$ cat config.mk
export PLATFORM = sky130hd
export DESIGN_NAME = gf_table_gen
export DESIGN_NICKNAME = d
export VERILOG_FILES = /design/src/rtl/gf_table_pkg.sv /design/src/rtl/gf_table_ram.sv /design/src/rtl/gf_sweep_ctrl.sv /design/src/rtl/gf_table_gen.sv
export SDC_FILE = /design/constraint.sdc
export NUM_CORES = 1
export LEC_CHECK = 0
export BUFFER_PORTS_ARGS = -buffer_cell sky130_fd_sc_hd__buf_4
export CAP_MARGIN = 20
export CORE_MARGIN = 3
export CORE_UTILIZATION = 60
export CTS_BUF_LIST = sky130_fd_sc_hd__clkbuf_8
export CTS_CLUSTER_DIAMETER = 40
export CTS_CLUSTER_SIZE = 25
export DETAILED_ROUTE_END_ITERATION = 10
export PLACE_DENSITY = 0.84
export REMOVE_ABC_BUFFERS = 1
export SLEW_MARGIN = 20
export SYNTH_ARGS = -nofsm -noshare
export SYNTH_HDL_FRONTEND = slang
export SYNTH_SLANG_ARGS = --single-unit
$ cat constraint.sdc
create_clock -name clk -period 5.6 [get_ports clk]
set_input_delay 0.56 -clock clk [delete_from_list [all_inputs] [get_ports clk]]
set_output_delay 0.56 -clock clk [all_outputs]
set_load 0.1 [all_outputs]
$ cat src/rtl/gf_table_pkg.sv
package gf_table_pkg;

  typedef enum logic [1:0] {
    ST_IDLE  = 2'd0,
    ST_CHECK = 2'd1,
    ST_SWEEP = 2'd2,
    ST_FIX   = 2'd3
  } gen_state_t;

  // Production field pair
  localparam logic [31:0] GF13_POLY = 32'h0000_201B;
  localparam logic [31:0] GF14_POLY = 32'h0000_4443;

  // Index of the highest set bit, -1 for zero
  function automatic int poly_msb(logic [31:0] p);
    int r;
    r = -1;
    for (int b = 0; b < 32; b++)
      if (p[b]) r = b;
    return r;
  endfunction

  // Multiply by alpha: shift, then reduce when bit m appears
  function automatic logic [31:0] lfsr_next(logic [31:0] x, logic [31:0] p, int m);
    logic [31:0] s;
    s = x << 1;
    if (s[m]) s = s ^ p;
    return s;
  endfunction

  // 2^m - k, used for the last sweep index and the fix-up address
  function automatic logic [31:0] depth_minus(int m, int k);
    return (32'd1 << m) - 32'(k);
  endfunction

endpackage

$ cat src/rtl/gf_table_ram.sv
module gf_table_ram #(
  parameter int AW = 5,
  parameter int DW = 5,
  localparam int DEPTH = 1 << AW
) (
  input  logic          clk,
  input  logic          we,
  input  logic [AW-1:0] waddr,
  input  logic [DW-1:0] wdata,
  input  logic          re,
  input  logic [AW-1:0] raddr,
  output logic [DW-1:0] rdata
);

  logic [DW-1:0] mem [DEPTH];

  always_ff @(posedge clk) begin
    if (we) mem[waddr] <= wdata;
    if (re) rdata <= mem[raddr];
  end

endmodule

$ cat src/rtl/gf_sweep_ctrl.sv
module gf_sweep_ctrl
  import gf_table_pkg::*;
#(
  parameter int          W          = 5,
  parameter int          FIELD0_DEG = 4,
  parameter logic [31:0] FIELD0_POLY = 32'h13,
  parameter int          FIELD1_DEG = 5,
  parameter logic [31:0] FIELD1_POLY = 32'h25
) (
  input  logic         clk,
  input  logic         rst_n,
  input  logic         start,
  input  logic         field_sel,
  output logic         busy,
  output logic         done,
  output logic         err_nonprim,
  // power table write port
  output logic         pw_we,
  output logic [W-1:0] pw_addr,
  output logic [W-1:0] pw_data,
  // log table write port
  output logic         lg_we,
  output logic [W-1:0] lg_addr,
  output logic [W-1:0] lg_data
);

  gen_state_t  state_q;
  logic        sel_q;
  logic [W-1:0] x_q, idx_q;
  logic        done_q, err_q;

  // Configuration of the latched field
  int          cur_deg;
  logic [31:0] cur_poly;
  logic [31:0] next32, last32, top32;
  logic [W-1:0] x_next, idx_last, addr_top;

  // Named internal events
  logic ev_accept, ev_deg_bad, ev_hit_one, ev_sweep_end, ev_sweep_wr, ev_fix_wr;

  always_comb begin
    cur_deg  = sel_q ? FIELD1_DEG : FIELD0_DEG;
    cur_poly = sel_q ? FIELD1_POLY : FIELD0_POLY;
    next32   = lfsr_next(32'(x_q), cur_poly, cur_deg);
    last32   = depth_minus(cur_deg, 2);
    top32    = depth_minus(cur_deg, 1);
    x_next   = next32[W-1:0];
    idx_last = last32[W-1:0];
    addr_top = top32[W-1:0];
  end

  assign ev_accept    = (state_q == ST_IDLE) && start;
  assign ev_deg_bad   = (state_q == ST_CHECK) && (poly_msb(cur_poly) != cur_deg);
  assign ev_hit_one   = (state_q == ST_SWEEP) && (idx_q != '0) && (x_q == W'(1));
  assign ev_sweep_wr  = (state_q == ST_SWEEP) && !ev_hit_one;
  assign ev_sweep_end = ev_sweep_wr && (idx_q == idx_last);
  assign ev_fix_wr    = (state_q == ST_FIX);

  always_ff @(posedge clk or negedge rst_n) begin
    if (!rst_n) begin
      state_q <= ST_IDLE;
      sel_q   <= 1'b0;
      x_q     <= '0;
      idx_q   <= '0;
      done_q  <= 1'b0;
      err_q   <= 1'b0;
    end else begin
      done_q <= 1'b0;
      unique case (state_q)
        ST_IDLE: begin
          if (ev_accept) begin
            sel_q   <= field_sel;
            err_q   <= 1'b0;
            state_q <= ST_CHECK;
          end
        end
        ST_CHECK: begin
          if (ev_deg_bad) begin
            err_q   <= 1'b1;
            done_q  <= 1'b1;
            state_q <= ST_IDLE;
          end else begin
            x_q     <= W'(1);
            idx_q   <= '0;
            state_q <= ST_SWEEP;
          end
        end
        ST_SWEEP: begin
          if (ev_hit_one) begin
            err_q   <= 1'b1;
            done_q  <= 1'b1;
            state_q <= ST_IDLE;
          end else if (ev_sweep_end) begin
            state_q <= ST_FIX;
          end else begin
            x_q   <= x_next;
            idx_q <= idx_q + W'(1);
          end
        end
        ST_FIX: begin
          done_q  <= 1'b1;
          state_q <= ST_IDLE;
        end
        default: state_q <= ST_IDLE;
      endcase
    end
  end

  always_comb begin
    pw_we   = ev_sweep_wr || ev_fix_wr;
    lg_we   = ev_sweep_wr || ev_fix_wr;
    pw_addr = ev_fix_wr ? addr_top : idx_q;
    pw_data = ev_fix_wr ? W'(1)    : x_q;
    lg_addr = ev_fix_wr ? '0       : x_q;
    lg_data = ev_fix_wr ? '0       : idx_q;
  end

  assign busy        = (state_q != ST_IDLE);
  assign done        = done_q;
  assign err_nonprim = err_q;

  AST_X_NONZERO: assert property (@(posedge clk) disable iff (!rst_n)
    (state_q == ST_SWEEP) |-> (x_q != '0));
  AST_X_IN_FIELD: assert property (@(posedge clk) disable iff (!rst_n)
    (state_q == ST_SWEEP) |-> ((32'(x_q) >> cur_deg) == 32'd0));
  AST_NO_FIX_AFTER_ERR: assert property (@(posedge clk) disable iff (!rst_n)
    ev_fix_wr |-> !err_q);
  AST_ABORT_ENDS_RUN: assert property (@(posedge clk) disable iff (!rst_n)
    ev_hit_one |=> (done && err_nonprim && !busy));
  AST_BAD_DEG_NO_SWEEP: assert property (@(posedge clk) disable iff (!rst_n)
    ev_deg_bad |=> (state_q == ST_IDLE && err_nonprim));
  AST_SEL_HELD: assert property (@(posedge clk) disable iff (!rst_n)
    (busy && $past(busy)) |-> $stable(sel_q));

endmodule

$ cat src/rtl/gf_table_gen.sv
module gf_table_gen
  import gf_table_pkg::*;
#(
  parameter int          FIELD0_DEG  = 4,
  parameter logic [31:0] FIELD0_POLY = 32'h13,
  parameter int          FIELD1_DEG  = 5,
  parameter logic [31:0] FIELD1_POLY = 32'h25,
  localparam int         W = (FIELD0_DEG > FIELD1_DEG) ? FIELD0_DEG : FIELD1_DEG
) (
  input  logic         clk,
  input  logic         rst_n,
  input  logic         start,
  input  logic         field_sel,
  output logic         busy,
  output logic         done,
  output logic         err_nonprim,
  input  logic         lk_valid,
  input  logic         lk_kind,
  input  logic [W-1:0] lk_addr,
  output logic [W-1:0] lk_data,
  output logic         lk_data_valid
);

  localparam int NTAB = 2; // 0: power table, 1: log table

  logic         tab_we    [NTAB];
  logic [W-1:0] tab_waddr [NTAB];
  logic [W-1:0] tab_wdata [NTAB];
  logic [W-1:0] tab_rdata [NTAB];
  logic         rd_en;
  logic         kind_q, rvalid_q;

  gf_sweep_ctrl #(
    .W(W),
    .FIELD0_DEG(FIELD0_DEG), .FIELD0_POLY(FIELD0_POLY),
    .FIELD1_DEG(FIELD1_DEG), .FIELD1_POLY(FIELD1_POLY)
  ) u_ctrl (
    .clk(clk), .rst_n(rst_n), .start(start), .field_sel(field_sel),
    .busy(busy), .done(done), .err_nonprim(err_nonprim),
    .pw_we(tab_we[0]), .pw_addr(tab_waddr[0]), .pw_data(tab_wdata[0]),
    .lg_we(tab_we[1]), .lg_addr(tab_waddr[1]), .lg_data(tab_wdata[1])
  );

  assign rd_en = lk_valid && !busy;

  for (genvar t = 0; t < NTAB; t++) begin : g_tab
    gf_table_ram #(.AW(W), .DW(W)) u_ram (
      .clk(clk), .we(tab_we[t]), .waddr(tab_waddr[t]), .wdata(tab_wdata[t]),
      .re(rd_en), .raddr(lk_addr), .rdata(tab_rdata[t])
    );
  end

  always_ff @(posedge clk or negedge rst_n) begin
    if (!rst_n) begin
      kind_q   <= 1'b0;
      rvalid_q <= 1'b0;
    end else begin
      rvalid_q <= rd_en;
      if (rd_en) kind_q <= lk_kind;
    end
  end

  assign lk_data       = kind_q ? tab_rdata[1] : tab_rdata[0];
  assign lk_data_valid = rvalid_q;

  AST_DONE_ONE_CYCLE: assert property (@(posedge clk) disable iff (!rst_n)
    done |=> !done);
  AST_DONE_WHEN_IDLE: assert property (@(posedge clk) disable iff (!rst_n)
    done |-> !busy);
  AST_READ_ONLY_IDLE: assert property (@(posedge clk) disable iff (!rst_n)
    lk_data_valid |-> (!$past(busy) && $past(lk_valid)));
  AST_NO_WRITE_IDLE: assert property (@(posedge clk) disable iff (!rst_n)
    !busy |-> !(tab_we[0] || tab_we[1]));

endmodule

Word level (Yosys, flattened, before mapping). Memories as Yosys holds them, arrays and structs flattened. A register that Yosys moved wholly into a read port is not among the register bits. Index checks and enable logic that the tools add are counted.

Equality and inequality tests: 13. Reductions and logical operators: 19. Shifts and indexed selects: 1. Add/subtract/negate cells: 3. Bitwise gates (word level): 1. Multiplexer cells: 65. $lt $le $gt $ge: 1.

Operators by type and width (count): $mux 32 (32); $mux 5 (12); $lt 32x7->1 const B (1); $ne 32x32->1 (1); $shl 1x32->5 const A (1); $pmux 5 s2 (2); $mux 1 (10); $mux 2 (4); $pmux 2 s4 (1); $reduce_and 4->1 (2); $logic_and 1x1->1 (7); $mux 6 (1); $ne 2x1->1 const B (3); $ne 2x2->1 const B (3); $pmux 1 s3 (2); $add 5x1->5 const B (1); $bmux 1 s5 (1); $eq 5x1->1 const B (1); $eq 5x5->1 (1); $reduce_bool 5->1 (1); $sub 5x1->5 const B (1); $sub 5x2->5 const B (1); $xor 5x5->5 (1); $eq 2x2->1 const B (2); other kinds (8) (11).

Input port bits: 11. Bits in registers: 17. Memories kept: 2. Bits in writable memories: 320.

Memories: g_tab[0].u_ram.mem (depth 32, width 5, read ports 1, clocked after memory_dff 1, wr ports 1, line gf_table_ram.sv:15) `logic [DW-1:0] mem [DEPTH];`; g_tab[1].u_ram.mem (depth 32, width 5, read ports 1, clocked after memory_dff 1, wr ports 1, line gf_table_ram.sv:15).

Logic depth before layout (Yosys ltp). Gate-level depths: netlist (run 1).

Depth in word-level cells: 37. Mapped depth: 9. Mapped depth without buffers: 7.

By module. From an unflattened synthesis (run 1), not the netlist that was laid out.

Cell total of the unflattened synthesis: 662. Area, all modules: 13972.2 um^2.

Modules (own cells, without submodules): gf_table_ram (area an instance 6394.9 um^2, seq. area each 4954.8 um^2, times used 2, cells an instance 277); gf_sweep_ctrl (area an instance 1017.2 um^2, seq. area each 375.4 um^2, times used 1, cells an instance 98); gf_table_gen (area an instance 165.2 um^2, seq. area each 50.0 um^2, times used 1, cells an instance 10).

Least setup slack after synthesis (run 1). OpenSTA, ideal clock, no wires.

Kind: register to register. Start: register u_ctrl.state_q[0]. End: memory g_tab[1].u_ram.mem[10][0], enable pin. Arrival time: 2500 ps. Library setup time: 341 ps. Path buffers: 1. Slack: 2760 ps. Clock period less this slack: 2840 ps. Data required time: 5259 ps. Stages on the path, launching flop included: 6. Path through: dfrtp_1 -> ha_1 -> buf_1 -> nor2b_1 -> nand3b_1 -> nor2_1.

Cells in the longest elaborated chain, start to end: 8.

RTL lines: from (decl) (line gf_sweep_ctrl.sv:27) `gen_state_t state_q;`; from (signal assigned) (line gf_sweep_ctrl.sv:61) `state_q <= ST_IDLE;`; from (signal assigned) (line gf_sweep_ctrl.sv:74) `state_q <= ST_CHECK;`; from (signal assigned) (line gf_sweep_ctrl.sv:81) `state_q <= ST_IDLE;`; $eq 2x2->1 (line gf_sweep_ctrl.sv:54, gf_sweep_ctrl.sv:55); $logic_and 1x1->1 (2 in a row) (line gf_sweep_ctrl.sv:54) `assign ev_hit_one = (state_q == ST_SWEEP) && (idx_q != '0) && (x_q == W'(1));`; $logic_not 1->1 (line gf_sweep_ctrl.sv:55) `assign ev_sweep_wr = (state_q == ST_SWEEP) && !ev_hit_one;`; $logic_and 1x1->1 (line gf_sweep_ctrl.sv:55); $logic_or 1x1->1 (line gf_sweep_ctrl.sv:111) `lg_we = ev_sweep_wr || ev_fix_wr;`; $mux 1 (line gf_table_ram.sv:18) `if (we) mem[waddr] <= wdata;`; $mux 1 (implied by the code) (line gf_table_ram.sv:18); to (decl) (line gf_table_ram.sv:15).

Several ways; a longest one is shown, not always the timed one.

Worst setup path in the final report (run 1).
Start: register u_ctrl.state_q[1]. End: memory g_tab[1].u_ram.mem[26][2], enable pin.

The elaborated chain is that of the path after synthesis.

==> results.tsv, run 1 <==
stage	metric	value	unit
drt	viasPerCell	6.264	
sta	worst_pin_slew	1.106	ns
clocking	cts_resized	0	
placement	gp_congestion	0.8316	
clocking	cts_sinks	347	
clocking	ctsHoldBuffers	1	
yosys	synth_ff_type	edfxtp_1	
clocking	root_buffer	clkbuf_8	
clocking	cts_inserted_buffers	36	
finish	layout-drive-gt1-share	0.1283	
global_routing	grt_pass1_vias	7878	
yosys	yosys-top-cells-area	edfxtp_1, mux2i_1, dfrtp_1, a22oi_1, nor2_1	
min_path	hold_end	u_ctrl.sel_q	
global_routing	grt_pass1_wl	45.33	mm
clocking	cts.clk_slew.worst_paths	0.09	ns
global_routing	overflow	0	
floorplan	die_area	25710	µm²
yosys	synth_most_common_cell	edfxtp_1	
finish	nNetsFinal	954	
placement	place_inst	1209	
setup_path	reg2reg_to	g_tab[1].u_ram.mem[26][2]	
sta	slew_headroom	0.2559	
setup_path	r2r_cells	5	
clocking	cts_tree	yes	
finish	synthToLayoutAreaGrowth	8.193	%
sta	setup_viol	0	
pwr	powerDensity	389.4	nW/µm²
setup_path	end_kind	flip-flop	
pwr	p_leak	0.005366	µW
setup_path	reg2reg_from	u_ctrl.state_q[1]	
floorplan	die_x	160.3	µm
sta	clock_skew	0.03882	ns
global_routing	grt_start_max_net_pins	88	
outcome	status	finished, final reports clean	
sta	slew_viol_final	0	
drt	dr.first_iter.drc_count	963	
yosys	syn_area	14290	µm²
sta	fmax	0.3233	GHz
sta	rsz0062_at_grt	false	
drt	drtAntennaViolNets	0	
yosys	yosys.area.top_type	edfxtp_1	
placement	portBuffers	19	
setup_path	critical_path_class	reg2reg	
clocking	worstSkewPairLatency	0.55	ns
pwr	fin_total_pwr	6023	µW
drt	remaining_drc_errors	0	
floorplan	core	23050	µm²
sta	hold_viol	0	
yosys	netlist_instances	918	
min_path	hold_path_startpoint	field_sel	
global_routing	antenna_found_initial	0	
floorplan	rows	55	
yosys	synth_cell_types	45	
clocking	h-tree-depth	2	
yosys	ys_seq_elements	347	
drt	wl_per_cell	23.01	µm
yosys	ys.warnings.count	0	
drt	vias	7968	
yosys	synth_top_area_frac	0.6933	
min_path	hold_path_class	in2reg	
global_routing	grtUsageTotal	0.2274	
setup_path	crit_fanout	34	
clocking	cts_buffer_depth	3	
placement	dp_hpwl	18.21	mm
sta	finalCriticalPeriod	3.093	ns
finish	nFillCells	1517	
yosys	yosysSeqAreaShare	0.7230	
pwr	ir_worst_vdd	411.4	µV
finish	instances_no_fill	1272	
clocking	post-cts-setup-buffer-count	0	
yosys	async_flop_share	0.04899	
drt	routed_wl	29.26	mm
min_path	hold_depth	2	
floorplan	die_h	160.3	µm
floorplan	io_pins	20	
setup_path	critPathLaunchType	flip-flop	
setup_path	crit_required	5.78	ns
run	drv_cap	0	
yosys	syn_area_per_cell	15.57	µm²
drt	drt_pass1_iterations	5	
sta	tns	0	ns
sta	period_share	0.5524	
setup_path	critical_path_arrival	3.27	ns
setup_path	r2r_slack	2.51	ns
yosys	synth_enable_flop_cells	330	
yosys	yosys-top-cells-count	edfxtp_1, mux2i_1, nor2_1	
finish	diodes	0	
floorplan	initial_core_util	0.6200	
## cell type report
type / instances / area, µm² / area share
Sequential cell: 347 / 10330 / 0.6683
Multi-Input combinational cell: 509 / 3714 / 0.2401
Clock buffer: 37 / 509.2 / 0.03293
Tap cell: 313 / 391.6 / 0.02532
Timing Repair Buffer: 34 / 264.0 / 0.01707
Clock inverter: 25 / 225.2 / 0.01456
Inverter: 7 / 26.28 / 0.001699
## registers in the layout, indices dropped and copies added, names as in the netlist
name / flops
g_tab.u_ram.mem: 320
g_tab.u_ram.rdata: 10
u_ctrl.err_nonprim: 1
u_ctrl.done: 1
u_ctrl.state_q: 2
u_ctrl.idx_q: 5
u_ctrl.sel_q: 1
kind_q: 1
u_ctrl.x_q: 5
lk_data_valid: 1
## critical path: stages, from the launching register on
cell      delay [ns]
dfrtp_1         0.43
ha_1            0.55
nor2b_2         0.23
buf_4           0.36
nand3b_1        0.54
nor2_1          0.62
## worst max-delay path by stage
stage,from,endpoint,slack [ns],depth (start not counted)
floorplan,u_ctrl.state_q[0],g_tab[1].u_ram.mem[6][0],2.70,4
global placement,u_ctrl.state_q[1],g_tab[1].u_ram.mem[14][2],2.69,4
detailed placement,u_ctrl.state_q[1],g_tab[1].u_ram.mem[14][0],2.58,4
CTS,u_ctrl.state_q[1],g_tab[1].u_ram.mem[14][3],2.56,4
global route,u_ctrl.state_q[1],g_tab[1].u_ram.mem[14][3],2.35,4
finish,u_ctrl.state_q[1],g_tab[1].u_ram.mem[26][2],2.51,5
## kinds of logic (layout without fill, tap and decap cells)
family	after synthesis	count (layout)	synth area share
simple gates	216	216	0.07283
mux	169	169	0.1190
flops	347	347	0.7230
buf+inv	62	103	0.01961
xor+xnor	6	6	0.003676
fa+ha+maj	8	8	0.007003
compound gates	110	110	0.05480
## routing by layer
layer,vias up,track usage,part of all wire
li1,3553,-,-
met1,3934,0.3255,0.41
met2,429,0.3675,0.48
met3,52,0.03585,0.087
met4,0,0.06864,0.023
met5,-,0,0
## layout by cell type (no fill, tap or decap), drive strengths merged
cell type | synthesis | routed
o32a | 1 | 1
buf | 30 | 32
nor3 | 16 | 16
clkbuf | 25 | 38
or3 | 2 | 2
and2 | 2 | 2
edfxtp | 330 | 330
o211ai | 1 | 1
nand3b | 8 | 8
ha | 8 | 8
nand2b | 3 | 3
clkinvlp | 0 | 5
o22ai | 4 | 4
dlygate4sd3 | 0 | 1
nor2b | 15 | 15
or3b | 1 | 1
a31oi | 10 | 10
nand3 | 30 | 30
xor2 | 5 | 5
nor2 | 77 | 77
nor4b | 1 | 1
mux2 | 8 | 8
dfrtp | 17 | 17
nand2 | 44 | 44
bufinv | 0 | 3
mux2i | 161 | 161
o2111ai | 1 | 1
a32o | 1 | 1
o21ai | 6 | 6
clkinv | 0 | 9
a22oi | 40 | 40
or2 | 3 | 3
nor4 | 1 | 1
xnor2 | 1 | 1
inv | 7 | 15
a22o | 20 | 20
a21oi | 26 | 26
nand4 | 13 | 13
## power breakdown
group,switching (µW),total (µW),internal (µW)
clock network,871,1650,780
registers,110,3240,3130
logic,841,1130,293
total,1820,6020,4200
## stage by stage
step	area (µm²)	hold WS, ns	util	worst slack [ns]
2_1_floorplan	14040	0.2644	-	2.696
3_3_place_gp	14720	0.4353	0.6385	2.694
3_5_place_dp	14720	0.4394	0.6385	2.581
4_1_cts	15460	0.2255	0.6708	2.556
5_1_grt	15460	0.2500	0.6708	2.353
6_report	15460	0.2456	0.6708	2.507
(Power assumes the default switching activity.)
==> run 2: changes to the inputs <==
Settings changed: ABC_AREA from default to 1.
Clock period 5.6 ns to 3.22 ns, I/O delays scaled along.
==> run 2 against run 1 <==
Compared with the run above: worst hold slack got worse by 0.21 ns; final cell count grew 35%; first-iteration DRC count increased by 58%; critical endpoint is now g_tab[1].u_ram.mem[11][3].
==> results.tsv, run 2 <==
stage	metric	value	unit	change
floorplan	core	23820	µm²	+3.3%
yosys	synth_ff_type	edfxtp_1		
yosys	ys_seq_elements	347		unchanged
yosys	syn_area_per_cell	10.85	µm²	-30%
finish	layout_common_cells	nand2_1, edfxtp_1, nand3_1		
yosys	synth_enable_flop_cells	330		unchanged
finish	largest_register_ffs	320		unchanged
setup_path	r2r_slack	0.67	ns	-1.83 ns
drt	dr.first_iter.drc_count	1520		+58%
clocking	cts_tree	yes		
pwr	powerDensity	678.8	nW/µm²	+74%
sta	slew_headroom	0.3754		+0.1195
clocking	cts_resized	0		unchanged
global_routing	overflow	0		unchanged
clocking	cts_buffer_depth	3		unchanged
yosys	synth_most_common_cell	nand2_1		
clocking	ctsHoldBuffers	2		+1
finish	nFillCells	1644		+8.4%
drt	wl_per_cell	19.08	µm	-17%
sta	finalCriticalPeriod	2.546	ns	-0.5474 ns
pwr	ir_worst_vdd	738.7	µV	+80%
drt	vias	10110		+27%
yosys	yosys-top-cells-count	nand2_1, edfxtp_1, nand3_1		
sta	tns	0	ns	unchanged
sta	setup_viol	0		unchanged
global_routing	grt-busiest-layer	met2		
finish	reg.largest.list	g_tab.u_ram.mem: 320 flops, g_tab.u_ram.rdata: 10 flops		
run	drv_cap	0		unchanged
sta	worst_pin_slew	0.9369	ns	-0.1690 ns
yosys	yosys.area.top_type	edfxtp_1		
sta	slew_viol_final	0		unchanged
finish	diodes	0		unchanged
finish	largest-register	g_tab.u_ram.mem		
global_routing	grt_use_met3	0.04654		+0.01069
pwr	p_leak	0.006179	µW	+15%
setup_path	r2r_cells	7		+2
drt	routed_wl	32.73	mm	+12%
drt	drt_pass1_iterations	6		+1
sta	rsz0062_at_grt	false		
setup_path	critPathLaunchType	flip-flop		
sta	fmax	0.3928	GHz	+22%
finish	layout_commonest_cell	nand2_1		
sta	period_share	0.7907		+0.2383
setup_path	end_kind	flip-flop		
floorplan	io_pins	20		unchanged
min_path	hold_depth	3		+1
outcome	status	finished, final reports clean		
placement	portBuffers	19		unchanged
yosys	ys.warnings.count	0		unchanged
drt	remaining_drc_errors	0		unchanged
global_routing	grt_pass1_wl	51.96	mm	+15%
finish	nNetsFinal	1387		+45%
clocking	worstSkewPairLatency	0.56	ns	about the same
yosys	yosys-top-cells-area	edfxtp_1, nand2_1, nand3_1, dfrtp_1, nor2_1		
setup_path	crit_fanout	7		-79%
drt	viasPerCell	5.897		-5.9%
drt	drtAntennaViolNets	0		unchanged
sta	clock_skew	0.03505	ns	-0.003775 ns
clocking	cts_inserted_buffers	38		+5.6%
global_routing	grtUsageMet2	0.3975		+0.03005
placement	dp_hpwl	20.02	mm	+9.9%
finish	ff_latch_area	10330	µm²	unchanged
global_routing	grt_pass1_vias	9610		+22%
yosys	synth_top_area_frac	0.6717		-0.02158
finish	synthToLayoutAreaGrowth	9.066	%	
floorplan	rows	56		+1.8%
clocking	root_buffer	clkbuf_8		
floorplan	die_h	162.8	µm	+1.5%
finish	layout-drive-gt1-share	0.09527		-0.03299
global_routing	grt_start_max_net_pins	161		+83%
finish	multi_input_area	3984	µm²	+7.3%
yosys	async_flop_share	0.04899		unchanged
placement	place_inst	1645		+36%
clocking	cts.clk_slew.worst_paths	0.09	ns	about the same
yosys	yosysSeqAreaShare	0.7005		-0.02250
yosys	synth_cell_types	30		-33%
setup_path	crit_required	3.40	ns	-2.38 ns
sta	timing.hold.ws	0.03552	ns	-0.2101 ns
min_path	hold_path_class	in2reg		
yosys	syn_area	14750	µm²	+3.2%
yosys	netlist_instances	1360		+48%
clocking	cts_sinks	347		unchanged
floorplan	initial_core_util	0.6193		-0.0007519
setup_path	critical_path_class	reg2reg		
finish	finalCoreUtilization	0.6754		+0.004592
global_routing	use_met1	0.3610		+0.03546
global_routing	grtUsageTotal	0.2521		+0.02467
floorplan	die_area	26510	µm²	+3.1%
finish	instances_no_fill	1715		+35%
setup_path	critical_path_arrival	2.73	ns	-0.54 ns
sta	hold_viol	0		unchanged
global_routing	antenna_found_initial	0		unchanged
clocking	h-tree-depth	2		unchanged
floorplan	die_x	162.8	µm	+1.5%
placement	gp_congestion	0.8966		+7.8%
clocking	post-cts-setup-buffer-count	0		unchanged
## run 2: changes by cell type in the layout (fill, tap and decap cells not counted), moves of 7 or more
cell / previous run / this run
a21oi_1: 25 / 7
a22o_1: 20 / 0
nand3_1: 30 / 255
inv_1: 10 / 31
nor2b_2: 8 / 0
nand2_1: 42 / 507
mux2i_1: 161 / 0
a22oi_1: 40 / 0
nand4_1: 13 / 4
nand2_2: 1 / 8
a31oi_1: 10 / 0
## run 2: per-stage QoR
step                power (µW)  setup WS, ns  cell area [µm²]
CTS                      10920        0.7156            16090
detailed placement        7739        0.7597            15170
global placement          7696        0.8253            15170
global route             11340        0.5444            16090
finish                   10920        0.6739            16090
floorplan                 6968        0.4237            14420
## run 2: area by class of cell
class	instances	area share
Clock inverter	27	0.02061
Tap cell	319	0.02481
Multi-Input combinational cell	907	0.2476
Inverter	33	0.007854
Timing Repair Buffer	41	0.02177
Sequential cell	347	0.6423
Clock buffer	41	0.03507
## run 2: where the power goes
group | leakage (µW) | switching [µW] | internal (µW)
clock | 0.000455 | 1750 | 1490
sequential | 0.00333 | 124 | 5400
combinational | 0.00239 | 1700 | 456
## run 2: final timing paths
check | start | endpoint
hold / removal | lk_kind | kind_q
min in group asynchronous | rst_n | u_ctrl.sel_q
setup / recovery | u_ctrl.state_q[0] | g_tab[1].u_ram.mem[11][3]
max in group asynchronous | rst_n | kind_q
setup reg to reg | u_ctrl.state_q[0] | g_tab[1].u_ram.mem[11][3]
hold reg to reg | u_ctrl.err_nonprim | u_ctrl.err_nonprim
## run 2: cell families after synthesis
group                      after synthesis  synth area share
AOI/OAI and AO/OA                       15          0.005258
xor gates and xnor gates                 1         0.0005938
adders and majority gates                8          0.006785
buffers and inverters                  106           0.03079
DFF                                    347            0.7005
muxes                                    5          0.003816
and+or+nand+nor                        878            0.2522
## run 2: routing by layer
layer,wire [µm],vias to the layer above
met3,3579,71
met1,12620,4756
met2,15660,605
met4,879,0
li1,-,4681
met5,0,-
## run 2: critical path, cell delays in order (launching register included)
cell	delay, ns
dfrtp_1	0.41
inv_1	0.11
ha_1	0.34
nand2_1	0.17
nor3_2	0.05
nand3_2	0.15
nand4_1	0.42
nor2_1	0.52
